[config.mk]
export PLATFORM = sky130hd
export DESIGN_NAME = hazard_unit
export DESIGN_NICKNAME = d
export VERILOG_FILES = /design/src/rtl/hazard_unit.sv
export SDC_FILE = /design/constraint.sdc
export NUM_CORES = 1
export LEC_CHECK = 0
export BUFFER_PORTS_ARGS = -buffer_cell sky130_fd_sc_hd__buf_4
export CAP_MARGIN = 20
export CELL_PAD_IN_SITES_DETAIL_PLACEMENT = 2
export CELL_PAD_IN_SITES_GLOBAL_PLACEMENT = 2
export CORE_MARGIN = 1.5
export CORE_UTILIZATION = 20
export DETAILED_ROUTE_END_ITERATION = 7
export PLACE_DENSITY = 0.95
export SLEW_MARGIN = 20
export SYNTH_ARGS = -nofsm -noshare
export SYNTH_HDL_FRONTEND = slang
export SYNTH_SLANG_ARGS = --single-unit
[constraint.sdc]
create_clock -name vclk -period 3.27
set_input_delay 0.1635 -clock vclk [all_inputs]
set_output_delay 0.1635 -clock vclk [all_outputs]
set_load 0.005 [all_outputs]
[src/rtl/hazard_unit.sv]
module hazard_unit #(
  parameter int REG_AW = 5
) (
  input  logic [REG_AW-1:0] id_rs1,
  input  logic [REG_AW-1:0] id_rs2,
  input  logic [REG_AW-1:0] ex_rd,
  input  logic              ex_wen,
  input  logic              ex_load,
  input  logic [REG_AW-1:0] mem_rd,
  input  logic              mem_wen,
  input  logic              ex_taken,
  output logic [1:0]        fwd_a,
  output logic [1:0]        fwd_b,
  output logic              hold_fetch,
  output logic              squash_ifid,
  output logic              squash_idex
);
  localparam logic [1:0] SEL_RF  = 2'd0;
  localparam logic [1:0] SEL_MEM = 2'd1;
  localparam logic [1:0] SEL_EX  = 2'd2;
  localparam logic [REG_AW-1:0] ZERO_REG = '0;

  logic ex_live, mem_live, ex_hit_a, ex_hit_b, load_use;

  assign ex_live  = ex_wen  && (ex_rd  != ZERO_REG);
  assign mem_live = mem_wen && (mem_rd != ZERO_REG);
  assign ex_hit_a = ex_live && (ex_rd == id_rs1);
  assign ex_hit_b = ex_live && (ex_rd == id_rs2);

  assign fwd_a = ex_hit_a ? SEL_EX :
                 (mem_live && mem_rd == id_rs1) ? SEL_MEM : SEL_RF;
  assign fwd_b = ex_hit_b ? SEL_EX :
                 (mem_live && mem_rd == id_rs2) ? SEL_MEM : SEL_RF;

  assign load_use    = ex_load && (ex_hit_a || ex_hit_b);
  assign hold_fetch  = load_use && !ex_taken;
  assign squash_ifid = ex_taken;
  assign squash_idex = ex_taken || load_use;
endmodule


==> impl_results.md, run 1 <==
* Via count at 386
* Drt initial violations at 1
* Worst hold margin at 0.511 ns
* Non-filler cells in the finished layout at 82
* Share of power burned in registers at 0%
* Crit path launch type: input pin
* Syn Nets at 62
* Final TNS setup at 0 ns
* Fraction of layout cells with a size suffix above 1 at 54.5%
* Most frequent cells in the layout: 31 x buf_4, 14 x xor2_1, 6 x xnor2_1
* Worst Max-Slew Pin Slew at between 0.4 and 0.5 ns
* Min cycle time layout at 1.69 ns
* Hold_sp: ex_taken
* P_sw at 27.8 uW
* Internal Pwr Total at 36.4 uW
* # hold bufs at CTS at 0
* DPL Wire Length at 1090 um
* Post-CTS sizing at 0
* Worst Hold Class: in2out
* Residual DRC count at 0
* Final net count at 92
* Clock power share at 0%
* Status: finished clean
* Setup Fix Bufs, Post-CTS at 0
* Post-DP Area at 547 um2
* Max Freq at 0.592 GHz
* Post-DRT Antenna Nets at 0
* Routed WL at between 1000 and 1500 um
* Critical Path RT at 3.11 ns
* Inserted Diodes at 0
* Leak at ~0.24 nW
* Share of the synthesized area in the top cell type at 38.7%
* Clock buffers at 0
* Buffers added on ports at 31
* # setup viols final at 0
* Post-layout util at 36.7%
* Combinational fraction of design power at 100.0%
* Final Worst Setup Slack at 1.58 ns
* Final max-slew violation count at 0
* Seq cells at 0
* Die height at 42.8 um
* Setup WS pre-CTS at 1.55 ns
* DIE AREA at around 0.0018 mm2
* Number of global-route vias before repair at 410
* Switch share at 43.2%
* Area grow syn2layout at 72.7%
* Largest net degree at the start of global routing at 4
* MaxCap Viol Count at 0
* # rows at 14
* Power Dens Cells at 117 mW/mm2
* Avg Cell Area, Syn at 8.33 um2
* I/O pins at 31
* Starting density of the core at 21.3%
* Fin area at 547 um2
* Post-Synthesis Cells at 38
* Placed cells at 82
* Slew headroom at slightly above 70%
* Crit. End Element: output port
* Reg area at 0 um2
* Global-route wire length before repair at 1820 um
* Top cells by area, synth: xor2_1 39%, xnor2_1 17%, nor4_2 16%, or4_1 9.5%, buf_4 7.1%
* Seq/Total Area, Yosys at 0%
* Drt wl/cell at 13.7 um
* Crit Path Category: in2out
* VDD IR-drop max at 0.0000326 V
* RSZ-0062 raised after global routing: no
* Vias per cell at 4.71
* Post-Syn Area at 317 um2
* CP startpoint: ex_rd[1]
* TritonRoute pass-1 iters at 3
* Core box area at 0.00149 mm2
* Gpl congestion at 0.739
* DIE WIDTH at 42.8 um
* Top cell type by total area after synthesis: xor2_1
* Crit Path Max Fanout at 3
* Number of antenna violations at the first check in global routing at 0
* WP data arrival at 1.53 ns
* Yosys cell types at 10
* Period utilization at 51.7%
* Commonest non-fill, non-tap cell in the layout: buf_4
* Power Total at 64.2 uW
* Remaining global-route overflow at 0
* YS warnings at 0
* Fin. Hold Viols at 0
* GRT Total Usage at 12.5%
[layout make-up]
| class | instances | area, um2 |
|---|---|---|
| multi-input combinational | 35 | 294 |
| tap | 16 | 20.0 |
| fill | 182 | 942 |
| timing repair buffer | 31 | 233 |
[critical path: stages]
cell and delay, ns:
buf_4 0.12, or4_1 0.53, o21ai_2 0.18, nor4_2 0.10
nor4_2 0.28, buf_4 0.15
[power groups by stage]
stage | Combinational (mW) | Sequential [mW] | Clock, mW
finish | 0.0642 | 0 | 0
global route | 0.0699 | 0 | 0
CTS | 0.0655 | 0 | 0
detailed placement | 0.0654 | 0 | 0
global placement | 0.0630 | 0 | 0
floorplan | 0.0264 | 0 | 0
[kinds of logic after synthesis]
family                    count (synthesis)  share of synthesized area, %
AOI/OAI and AO/OA                         3                          5.93
buffers and inverters                     3                          7.11
and+or+nand+nor                          12                          31.6
xor gates and xnor gates                 20                          55.3
[per-layer routing]
layer	GRT usage (%)	share of wire (%)	up-vias
met2	25.5	54	17
met5	0	0	-
li1	-	-	189
met3	0.851	6.9	0
met4	0	0	0
met1	14.7	39	180
[cells in the mapped netlist]
master / count
buf_4: 3
nand2b_1: 1
nand3_1: 2
nor2_1: 1
nor4_2: 4
o21ai_1: 2
o21ai_2: 1
or4_1: 4
xnor2_1: 6
xor2_1: 14
[path summary, 6_finish.rpt]
check	endpoint	slack, ns	cells past startpoint
worst max-delay path	fwd_a[0]	1.58	6
worst min-delay path	squash_ifid	0.51	2
(Power assumes the default switching activity.)
==> inputs of run 2 (changes only) <==
- CORE_UTILIZATION: 20 -> 16
- PLACE_DENSITY: 0.95 -> 0.85
- clock period: 3.27 -> 1.38 ns (I/O delays scaled with it)
==> run 2 against run 1 <==
The flow now finishes with violations (negative setup slack). Non-clock buffer count rose by 8. Routed wire length rose by 25%. Combinational power rose to 2.9 times the previous value.
==> impl_results.md, run 2 (synthesis results as in run 1) <==
* Status: finished, violations left (was finished clean)
* Failing checks: negative setup slack
* Remaining global-route overflow at 0 (unchanged)
* Number of antenna violations at the first check in global routing at 0 (unchanged)
* VDD IR-drop max at 0.0000847 V (was 0.0000326 V)
* Hold_sp: ex_taken (unchanged)
* Crit Path Max Fanout at 3 (unchanged)
* Switch share at 44.3% (was 43.2%)
* Final Worst Setup Slack at -0.0416 ns (was 1.58 ns)
* Clock buffers at 0 (unchanged)
* Critical Path RT at 1.31 ns (was 3.11 ns)
* Number of global-route vias before repair at 469 (was 410)
* Crit path launch type: input pin (unchanged)
* Via count at 415 (was 386)
* Post-DRT Antenna Nets at 0 (unchanged)
* Fin area at 669 um2 (was 547 um2)
* Final max-slew violation count at 0 (unchanged)
* Most frequent cells in the layout: 35 x buf_4, 14 x xor2_1, 6 x xnor2_1 (was 31 x buf_4, 14 x xor2_1, 6 x xnor2_1)
* Largest net degree at the start of global routing at 4 (unchanged)
* Drt wl/cell at 14.2 um (was 13.7 um)
* FILL cells at 212 (was 182)
* Fraction of layout cells with a size suffix above 1 at 63.5% (was 54.5%)
* # hold bufs at CTS at 0 (unchanged)
* TritonRoute pass-1 iters at 1 (was 3)
* Inserted Diodes at 0 (unchanged)
* DPL Wire Length at 1160 um (was 1090 um)
* Min cycle time layout at 1.42 ns
* Starting density of the core at 17.8% (was 21.3%)
* DIE WIDTH at 47.5 um (was 42.8 um)
* Buffers added on ports at 31 (unchanged)
* Period utilization at 103%
* Crit Path Category: in2out (unchanged)
* Share of power burned in registers at 0% (about the same)
* Power Dens Cells at 278 mW/mm2 (was 117 mW/mm2)
* # rows at 15 (was 14)
* Power Total at 186 uW (was 64.2 uW)
* Final net count at 100 (was 92)
* Crit. End Element: output port (unchanged)
* Clock power share at 0% (about the same)
* Area grow syn2layout at 111% (was 72.7%)
* Combinational fraction of design power at 100.0% (about the same)
* Die height at 47.5 um (was 42.8 um)
* Residual DRC count at 0 (unchanged)
* Worst-path cell chain: buf_6, or4_4, o21ai_4, nor4_4, o21ai_2, nand2b_1, buf_4 (was buf_4, or4_1, o21ai_2, nor4_2, nor4_2, buf_4)
* Internal Pwr Total at 104 uW (was 36.4 uW)
* Global-route wire length before repair at 2280 um (was 1820 um)
* Worst Max-Slew Pin Slew at 0.312 ns (was 0.413 ns)
* Commonest non-fill, non-tap cell in the layout: buf_4 (unchanged)
* # setup viols final at 3 (was 0)
* GRT Total Usage at 14.5% (was 12.5%)
* Hold path depth at 2 (unchanged)
* Slew headroom at 79.0% (was 72.2%)
* Core box area at 0.00178 mm2 (was 0.00149 mm2)
* Slowest-stage cell, CP: or4_4 (was or4_1)
* MaxCap Viol Count at 0 (unchanged)
* Worst Hold Class: in2out (unchanged)
* Reg area at 0 um2 (unchanged)
* DIE AREA at 0.00225 mm2 (was 0.00183 mm2)
* I/O pins at 31 (unchanged)
* Vias per cell at 4.19 (was 4.71)
* CP max stage delay at 0.54 ns (was 0.53 ns)
* Cell family with most CP delay: simple AND/OR/NAND/NOR gates (unchanged)
* CP bufs+invs at 2 (unchanged)
* WP data arrival at 1.35 ns (was 1.53 ns)
* Post-DP Area at 603 um2 (was 547 um2)
* Leak at 0.295 nW (was 0.243 nW)
* P_sw at 82.5 uW (was 27.8 uW)
* Drt initial violations at 0 (was 1)
* Max Freq at 0.703 GHz
* Fin. Hold Viols at 0 (unchanged)
* RSZ-0062 raised after global routing: yes (was no)
* Seq cells at 0 (unchanged)
* Routed WL at 1410 um (was 1130 um)
* Endpoint of the worst hold path: squash_ifid (unchanged)
* Gpl congestion at 0.636 (was 0.739)
-- run 2: cell count changes in the layout (fill, tap and decap cells not counted) --
| cell | previous run | this run |
|---|---|---|
| nor4_2 | 4 | 2 |
| buf_6 | 0 | 4 |
| o21ai_4 | 0 | 1 |
| or4_1 | 4 | 2 |
| o21ai_1 | 2 | 1 |
| buf_4 | 31 | 35 |
| or4_4 | 0 | 2 |
| nor4_4 | 0 | 2 |
-- run 2: worst max-delay path by stage --
stage	start	end	slack (ns)	cells past startpoint
finish	ex_rd[3]	squash_idex	-0.04	7
global route	ex_rd[3]	squash_idex	-0.14	7
CTS	ex_rd[3]	squash_idex	-0.08	7
detailed placement	ex_rd[1]	squash_idex	-0.13	7
global placement	ex_rd[1]	fwd_b[0]	-0.08	6
floorplan	ex_rd[1]	fwd_b[0]	0.18	4
-- run 2: timing repair --
action / CTS / global route
gates resized for setup: 10 / 0
buffers inserted: 2 / 0
pin swaps: 11 / 4
endpoints found under the setup margin: 4 / 6
-- run 2: final cells by class --
class | instances | area [um2] | area share, %
Timing Repair Buffer | 39 | 308 | 46.0
Multi-Input combinational cell | 35 | 330 | 49.3
Tap cell | 25 | 31.3 | 4.67
-- run 2: metrics by stage --
step | utilization [%] | instances | hold slack (ns) | setup TNS, ns | setup WS, ns
finish | 37.5 | 99 | 0.326 | -0.0965 | -0.0416
global route | 37.5 | 99 | 0.342 | -0.533 | -0.139
CTS | 37.5 | 99 | 0.328 | -0.195 | -0.0816
detailed placement | 33.8 | 97 | 0.328 | -0.487 | -0.131
global placement | 33.8 | 97 | 0.321 | -0.232 | -0.0803
floorplan | - | 38 | 0.169 | 0 | 0.182
-- run 2: power by group through the flow --
stage	combinational (mW)	clock [mW]	sequential, mW
final	0.186	0	0
after global routing	0.204	0	0
after CTS	0.186	0	0
after detailed placement	0.165	0	0
after global placement	0.158	0	0
after floorplan	0.0624	0	0
-- run 2: per-layer routing --
metal / global-route usage, % / share of wire [%] / up-vias
li1: - / - / 204
met1: 16.2 / 38 / 193
met2: 31.6 / 58 / 18
met3: 0 / 4.3 / 0
met4: 0 / 0 / 0
met5: 0 / 0 / -
